### config.mk
export PLATFORM = sky130hd
export DESIGN_NAME = t0_timer
export DESIGN_NICKNAME = d
export VERILOG_FILES = /design/src/rtl/t0_pkg.sv /design/src/rtl/t0_edge_sync.sv /design/src/rtl/t0_prescaler.sv /design/src/rtl/t0_counter.sv /design/src/rtl/t0_timer.sv
export SDC_FILE = /design/constraint.sdc
export NUM_CORES = 1
export LEC_CHECK = 0
export BUFFER_PORTS_ARGS = -buffer_cell sky130_fd_sc_hd__clkbuf_2
export CAP_MARGIN = 15
export CORE_ASPECT_RATIO = 1.75
export CORE_MARGIN = 3
export CORE_UTILIZATION = 55
export CTS_CLUSTER_SIZE = 10
export DETAILED_ROUTE_END_ITERATION = 10
export GPL_TIMING_DRIVEN = 0
export PLACE_DENSITY = 0.79
export SLEW_MARGIN = 20
export SYNTH_ARGS = -nofsm -noshare
export SYNTH_HDL_FRONTEND = slang
export SYNTH_SLANG_ARGS = --single-unit
export TNS_END_PERCENT = 50
### constraint.sdc
create_clock -name clk -period 5.3 [get_ports clk]
set_clock_uncertainty 0.1 [all_clocks]
set_input_delay 0.795 -clock clk [delete_from_list [all_inputs] [get_ports clk]]
set_output_delay 0.795 -clock clk [all_outputs]
set_load 0.03 [all_outputs]
### src/rtl/t0_pkg.sv
`timescale 1ns/1ps
package t0_pkg;
  localparam int OPT_W = 8;
  localparam int RATE_W = 3;
  localparam logic [OPT_W-1:0] OPT_RESET = 8'hFF;

  // Option register layout, MSB first
  typedef struct packed {
    logic [1:0]        spare;     // stored only, used by neighbouring logic
    logic              src_ext;   // 1: external pin, 0: instruction cycle
    logic              edge_fall; // 1: falling pin edge counts
    logic              to_wdt;    // 1: divider serves the watchdog
    logic [RATE_W-1:0] rate;      // divider rate select
  } t0_opt_t;
endpackage

### src/rtl/t0_edge_sync.sv
`timescale 1ns/1ps
module t0_edge_sync #(
  parameter int STAGES = 2
) (
  input  logic clk,
  input  logic rst,
  input  logic pin,
  output logic rise,
  output logic fall
);
  // sh[STAGES-1] is the synchronized level, sh[STAGES] its previous value
  logic [STAGES:0] sh;

  always_ff @(posedge clk) begin
    if (rst) sh <= '0;
    else     sh <= {sh[STAGES-1:0], pin};
  end

  assign rise = sh[STAGES-1] & ~sh[STAGES];
  assign fall = ~sh[STAGES-1] & sh[STAGES];
endmodule

### src/rtl/t0_prescaler.sv
`timescale 1ns/1ps
module t0_prescaler #(
  parameter int PRE_W  = 8,
  parameter int RATE_W = 3
) (
  input  logic              clk,
  input  logic              rst,
  input  logic              step,
  input  logic              clear,
  input  logic              to_wdt,
  input  logic [RATE_W-1:0] rate,
  output logic              tick
);
  localparam int SEL_W = RATE_W + 1;

  logic [PRE_W-1:0] pcnt;
  logic [PRE_W-1:0] mask;
  logic [SEL_W-1:0] span;

  // number of low divider bits that must be all ones for a tick
  assign span = to_wdt ? {1'b0, rate} : ({1'b0, rate} + SEL_W'(1));

  genvar gi;
  generate
    for (gi = 0; gi < PRE_W; gi++) begin : g_mask
      assign mask[gi] = (gi < int'(span));
    end
  endgenerate

  assign tick = step & ((pcnt & mask) == mask);

  always_ff @(posedge clk) begin
    if (rst || clear) pcnt <= '0;
    else if (step)    pcnt <= pcnt + PRE_W'(1);
  end
endmodule

### src/rtl/t0_counter.sv
`timescale 1ns/1ps
module t0_counter #(
  parameter int CNT_W    = 8,
  parameter int HOLD_CYC = 2
) (
  input  logic             clk,
  input  logic             rst,
  input  logic             cyc_en,
  input  logic             inc,
  input  logic             wr,
  input  logic [CNT_W-1:0] wdata,
  output logic [CNT_W-1:0] cnt_q,
  output logic             ovf,
  output logic             busy
);
  localparam int HOLD_W = $clog2(HOLD_CYC + 1);

  logic [HOLD_W-1:0] hold;

  assign busy = (hold != '0);

  always_ff @(posedge clk) begin
    if (rst) begin
      cnt_q <= '0;
      hold  <= '0;
      ovf   <= 1'b0;
    end else if (wr) begin
      cnt_q <= wdata;
      hold  <= HOLD_W'(HOLD_CYC);
      ovf   <= 1'b0;
    end else begin
      ovf <= 1'b0;
      if (cyc_en && busy) hold <= hold - HOLD_W'(1);
      if (inc && !busy) begin
        cnt_q <= cnt_q + CNT_W'(1);
        ovf   <= &cnt_q;
      end
    end
  end
endmodule

### src/rtl/t0_timer.sv
`timescale 1ns/1ps
module t0_timer
  import t0_pkg::*;
#(
  parameter int CNT_W       = 8,
  parameter int PRE_W       = 8,
  parameter int SYNC_STAGES = 2,
  parameter int HOLD_CYC    = 2
) (
  input  logic             clk,
  input  logic             rst,
  input  logic             cyc_en,
  input  logic             ext_clk_in,
  input  logic             wdt_tick_in,
  input  logic             opt_wr,
  input  logic [OPT_W-1:0] opt_wdata,
  input  logic             cnt_wr,
  input  logic [CNT_W-1:0] cnt_wdata,
  output logic [OPT_W-1:0] opt_q,
  output logic [CNT_W-1:0] cnt_q,
  output logic             ovf_pulse,
  output logic             wdt_tick_out
);
  t0_opt_t opt;
  logic    pin_rise, pin_fall;
  logic    src_evt, pre_step, pre_clear, pre_tick, cnt_inc, hold_busy;
  t0_opt_t opt_new;

  assign opt_new = t0_opt_t'(opt_wdata);

  always_ff @(posedge clk) begin
    if (rst)         opt <= t0_opt_t'(OPT_RESET);
    else if (opt_wr) opt <= opt_new;
  end
  assign opt_q = opt;

  t0_edge_sync #(.STAGES(SYNC_STAGES)) u_sync (
    .clk  (clk),
    .rst  (rst),
    .pin  (ext_clk_in),
    .rise (pin_rise),
    .fall (pin_fall)
  );

  assign src_evt   = opt.src_ext ? (opt.edge_fall ? pin_fall : pin_rise) : cyc_en;
  assign pre_step  = opt.to_wdt ? wdt_tick_in : (src_evt & ~hold_busy);
  assign pre_clear = (cnt_wr & ~opt.to_wdt) | (opt_wr & (opt_new.to_wdt != opt.to_wdt));
  assign cnt_inc   = opt.to_wdt ? src_evt : pre_tick;

  t0_prescaler #(.PRE_W(PRE_W), .RATE_W(RATE_W)) u_pre (
    .clk    (clk),
    .rst    (rst),
    .step   (pre_step),
    .clear  (pre_clear),
    .to_wdt (opt.to_wdt),
    .rate   (opt.rate),
    .tick   (pre_tick)
  );

  t0_counter #(.CNT_W(CNT_W), .HOLD_CYC(HOLD_CYC)) u_cnt (
    .clk    (clk),
    .rst    (rst),
    .cyc_en (cyc_en),
    .inc    (cnt_inc),
    .wr     (cnt_wr),
    .wdata  (cnt_wdata),
    .cnt_q  (cnt_q),
    .ovf    (ovf_pulse),
    .busy   (hold_busy)
  );

  always_ff @(posedge clk) begin
    if (rst) wdt_tick_out <= 1'b0;
    else     wdt_tick_out <= opt.to_wdt & pre_tick;
  end
endmodule

# Word level (Yosys, flattened, before mapping)
# Cells that the tools add are included.
# classes
add_sub_neg,4
order_cmp,8
eq_ne,2
n_mux,9
n_bitwise,14
reduce_logical,10
# ops
op,n
$add A8 B1 Y8 const B,2
$lt A3 B4 Y1 const A,4
$mux W8,2
$and A8 B8 Y8,1
$eq A8 B8 Y1,1
$lt A1 B4 Y1 const A,2
$lt A2 B4 Y1 const A,2
$reduce_and A8 Y1,1
$and A1 B1 Y1,7
$reduce_bool A2 Y1,3
$not A1 Y1,5
$add A3 B1 Y4 const B,1
$mux W1,4
$mux W2,2
$mux W4,1
$reduce_or A3 Y1,1
$logic_and A1 B1 Y1,2
$reduce_or A2 Y1,1
$sub A2 B1 Y2 const B,1
$logic_not A1 Y1,1
$logic_or A1 B1 Y1,1
$ne A1 B1 Y1,1
$or A1 B1 Y1,1
# totals
ff_bits,31
inputBits,23
output_inout_bits,18
wordCells,59

# Longest topological paths before layout
# logic_depth
word_depth,11
mapped_depth,9
depth_no_buf,9

# Hierarchy
# From an unflattened synthesis, not the netlist that was laid out.
# unflattened
cells_unflattened,178
hier_area_um2,1610.3
# modules_own_cells
mod,n_inst,cells_each,area_per_inst_um2,seq_area_each_um2
t0_counter,1,68,579.3,220.2
t0_prescaler,1,63,551.8,160.2
t0_timer,1,39,387.9,180.2
t0_edge_sync,1,8,91.3,60.1

# Worst setup path after synthesis
# No wires, ideal clock.
# synth_path
path_type,reg-to-reg
from,"register opt, in the netlist opt_q[0]"
to,register u_cnt.cnt_q[5]
setup_ns,0.091
t_arrival_ns,2.381
required_time_ns,5.109
slack_ns,2.728
stages_incl_launch_ff,9
path_buffers,0
period_less_slack_ns,2.572
cell_sequence,dfxtp_1 -> ha_1 -> nor2_2 -> o211ai_1 -> a32oi_1 -> and3_1 -> a21oi_2 -> or4_1 -> a311oi_1
# synth_via
elab_chain_len,9
elab_cells_between_ends,16
cone_classes,1 x add/sub; 8 x order compare; 1 x eq/ne; 2 x mux; 2 x bitwise; 2 x reduce/logical
# synth_rtl
item,line_no,source
start: declaration,t0_timer.sv:24,t0_opt_t opt;
start signal: assignment,t0_timer.sv:32,if (rst) opt <= t0_opt_t'(OPT_RESET);
start signal: assignment,t0_timer.sv:33,else if (opt_wr) opt <= opt_new;
$add A3 B1 Y4,t0_prescaler.sv:21,"assign span = to_wdt ? {1'b0, rate} : ({1'b0, rate} + SEL_W'(1));"
$mux W4 (*),t0_prescaler.sv:21,
"$lt A1 B4 Y1, or another cell as far along",t0_prescaler.sv:26,assign mask[gi] = (gi < int'(span));
$and A8 B8 Y8,t0_prescaler.sv:30,assign tick = step & ((pcnt & mask) == mask);
$eq A8 B8 Y1 (*),t0_prescaler.sv:30,
$and A1 B1 Y1 (*),t0_prescaler.sv:30,
$mux W1 (*),t0_timer.sv:48,assign cnt_inc = opt.to_wdt ? src_evt : pre_tick;
$logic_and A1 B1 Y1 (*),t0_counter.sv:34,if (inc && !busy) begin
$reduce_bool A2 Y1 (no source line) (*),-,
end signal: assignment,t0_counter.sv:28,cnt_q <= wdata;
end signal: assignment,t0_counter.sv:35,cnt_q <= cnt_q + CNT_W'(1);
end: declaration,t0_counter.sv:12,"output logic [CNT_W-1:0] cnt_q,"
# Every way passes the cells marked *; elsewhere a longest branch is shown, timed or not.
# A chain may end at the register's enable or synchronous reset.

# Final worst setup path
# Same ends and word-level chain as after synthesis.

==> flow_summary.toml <==
[outcome]
outcome = "complete, no violations"

[layout]
drive_above_1_share = 0.2427
nNetsFinal = 265
n_antenna_cell = 0
areaGrowthSynthToFinish_pct = 21.46

[power_and_ir_drop]
ir_drop_uv = 213.9
power_density_mw_per_mm2 = 304.1
leakage_nw = 0.8557
power_mw = 0.5966

[floorplan]
core_sq_mm = 0.002753
rows = 25
die_w_um = 46.97
start_util = 0.5868
pin_count = 41
dieArea_sq_mm = 0.003649
dieHeight_um = 77.69

[worst_hold_path]
worst_hold_path.endpoint = "u_sync.sh[1]$_SDFF_PP0_"
min_from = "u_sync.sh[0]$_SDFF_PP0_"
hold_path_class = "reg2reg"
hold_depth = 1

[worst_setup_path]
critPathMaxStageDelay_ps = 510
r2r_cells = 8
crit_chain = "ha_1 > and3b_1 > o211ai_1 > a32oi_1 > and3_1 > a21oi_2 > or4_1 > a311oi_1"
worstPathRequired_ps = 5390
r2r-end = "u_cnt.cnt_q[5]$_SDFFE_PP0P_"
timing.rr.start = "opt_q[0]$_SDFFE_PP1P_"
cp-start-kind = "flip-flop"
crit_cells = 8
crit_family = "simple AND/OR/NAND/NOR gates"
end_kind = "flip-flop"
path_max_fanout = 9
crit_type = "reg2reg"
reg2reg_slack_ps = 2660
crit_path_start = "opt_q[0]$_SDFFE_PP1P_"
slowest_stage = "dfxtp_1"
path_buf_inv = 0
cp.arrival_ps = 2740

[grt]
antenna_found_initial = 0
grt_pass1_wl_um = 6651
grt_pass1_vias = 1521
grt_max_degree = 11
track_usage = 0.2449
grt_overflow = 0

[clock_tree]
postCtsSetupBuffers = 0
clock_sinks = 31
cts_tree = "built"
clk_pin_slew_ps = 70
cts-hold-fix-buffers = 0
clock_path_buffers = 2
htreeDepth = 2
cts-resized-gates = 0
cts_buffers = 5
clk_latency_ps = 280
cts-root-buf = "clkbuf_8"

[detailed_routing]
dr.first_iter.drc_count = 80
vias_per_cell = 5.921
routed_wl_um = 3955
drc = 0
drt_pass1_iterations = 4
routedWlPerCell_um = 14.87
drtAntennaViolNets = 0
vias = 1575

[place]
port_buffers = 39
hpwl_um = 3012
place.gp.congestion = 0.8178
post-place-ws_ps = 2678

[yosys]
syn_area_per_cell_sq_um = 8.413
ys_ff_latch = 31
ys_warn_count = 0
syn_nets = 219
yosysSeqAreaShare = 0.3842
syn_inst = 192
synth_cell_types = 43
synthesis.area_sq_mm = 0.001615

[timing]
fmax_mhz = 378.4
maxSlewHeadroom = 0.6065
maxSlewViolCount = 0
finalHoldViolCount = 0
tightest_slew_ps = 586.3
finalSetupViolCount = 0
setup_slack_ps = 2657
min_period_over_period = 0.4987
rsz0062_at_grt = "false"
fin_crit_ps = 2643
setup-tns-final_ps = 0

[run]
cap_violations = 0
## placed cells by master (no fill, tap or decap), drive strengths merged, types with 2 or more instances in the layout
cell type	synthesis	final
dfxtp	31	31
nand3	4	4
a211oi	3	3
a21oi	10	10
and3	5	5
a32oi	2	2
nor3	2	2
nor2	26	26
buf	5	5
and2	3	3
xnor2	3	3
nand2	16	16
a311oi	5	5
clkbuf	4	49
xor2	7	7
o31ai	3	3
o21ai	8	8
inv	10	10
mux2i	7	7
or3	3	3
a31oi	4	4
nand4	5	5
o211ai	5	5
ha	4	4
nor2b	5	5
or4	3	3
## cell families (layout without fill, tap and decap cells)
kind of cell	Yosys count	after routing	synth area share
flops	31	31	0.3842
compound gates	44	44	0.1913
mux	8	8	0.05035
xor+xnor	10	10	0.05423
simple gates	76	76	0.2324
buf+inv	19	66	0.05653
fa+ha+maj	4	4	0.03098
## worst register-to-register path, stage by stage, from the launching register on
cell and delay [ps]:
dfxtp_1 510, ha_1 350, and3b_1 190, o211ai_1 90, a32oi_1 240, and3_1 220, a21oi_2 110, or4_1 510
a311oi_1 240
## sequential cells by signal, indices dropped and copies added, names as in the netlist
name / flops
opt_q: 8
u_cnt.cnt_q: 8
u_pre.pcnt: 8
u_sync.sh: 3
u_cnt.hold: 2
u_cnt.ovf: 1
wdt_tick_out: 1
## Yosys cell counts (all sizes together)
| master | instances | area [sq um] |
|---|---|---|
| a211oi | 3 | 27.52 |
| a21o | 1 | 7.510 |
| a21oi | 10 | 53.80 |
| a22oi | 1 | 7.510 |
| a311oi | 5 | 43.79 |
| a31oi | 4 | 25.02 |
| a32oi | 2 | 25.03 |
| and2 | 3 | 18.77 |
| and3 | 5 | 31.28 |
| and3b | 1 | 8.760 |
| buf | 5 | 38.78 |
| clkbuf | 4 | 15.01 |
| dfxtp | 31 | 620.6 |
| ha | 4 | 50.05 |
| inv | 10 | 37.53 |
| mux2 | 1 | 11.26 |
| mux2i | 7 | 70.07 |
| nand2 | 16 | 60.06 |
| nand2b | 1 | 6.260 |
| nand3 | 4 | 20.02 |
| nand3b | 1 | 7.510 |
| nand4 | 5 | 31.28 |
| nor2 | 26 | 100.1 |
| nor2b | 5 | 31.28 |
| nor3 | 2 | 10.01 |
| o211ai | 5 | 37.54 |
| o21ai | 8 | 40.03 |
| o221ai | 1 | 8.760 |
| o311a | 1 | 10.01 |
| o31ai | 3 | 22.52 |
| or3 | 3 | 18.77 |
| or3b | 1 | 8.760 |
| or4 | 3 | 22.52 |
| xnor2 | 3 | 26.28 |
| xor2 | 7 | 61.31 |
## worst max path at each step
stage / end / slack [ps]
2_1_floorplan: u_cnt.cnt_q[5]$_SDFFE_PP0P_ / 2730
3_3_place_gp: u_cnt.cnt_q[6]$_SDFFE_PP0P_ / 2760
3_5_place_dp: u_cnt.cnt_q[6]$_SDFFE_PP0P_ / 2680
4_1_cts: u_cnt.cnt_q[5]$_SDFFE_PP0P_ / 2680
5_1_grt: u_cnt.cnt_q[2]$_SDFFE_PP0P_ / 2440
6_report: u_cnt.cnt_q[5]$_SDFFE_PP0P_ / 2660
## area by class of cell
| cell class | count | area (sq um) |
|---|---|---|
| multi-input combinational | 142 | 903.4 |
| fill | 231 | 790.8 |
| sequential | 31 | 620.6 |
| timing repair buffer | 39 | 195.2 |
| clock buffer | 6 | 82.58 |
| buffer | 9 | 53.80 |
| inverter | 10 | 37.54 |
| clock inverter | 2 | 35.03 |
| tap | 27 | 33.78 |
## through the flow
stage / util / cell area (sq um) / cells / hold WS [ps]
floorplan: - / 1615 / 192 / 313.8
global placement: 0.6700 / 1844 / 258 / 316.4
detailed placement: 0.6700 / 1844 / 258 / 339.8
CTS: 0.7127 / 1962 / 266 / 355.8
global route: 0.7127 / 1962 / 266 / 372.4
finish: 0.7127 / 1962 / 266 / 351.1
## power breakdown
| group | total, mW | switching [mW] | leakage [nW] | internal, mW |
|---|---|---|---|---|
| Clock | 0.241 | 0.0893 | 0.0612 | 0.152 |
| Sequential | 0.257 | 0.0132 | 0.255 | 0.244 |
| Combinational | 0.0978 | 0.0599 | 0.540 | 0.0380 |
| Total | 0.597 | 0.162 | 0.856 | 0.434 |
## routing by layer
layer	global-route usage	routed length (um)	share of wire
met4	0.09418	83	0.021
met3	0.05800	232	0.059
met1	0.2598	1484	0.38
met2	0.4332	2154	0.54
met5	0	0	0
No activity file was read; power rests on OpenSTA's default activity.
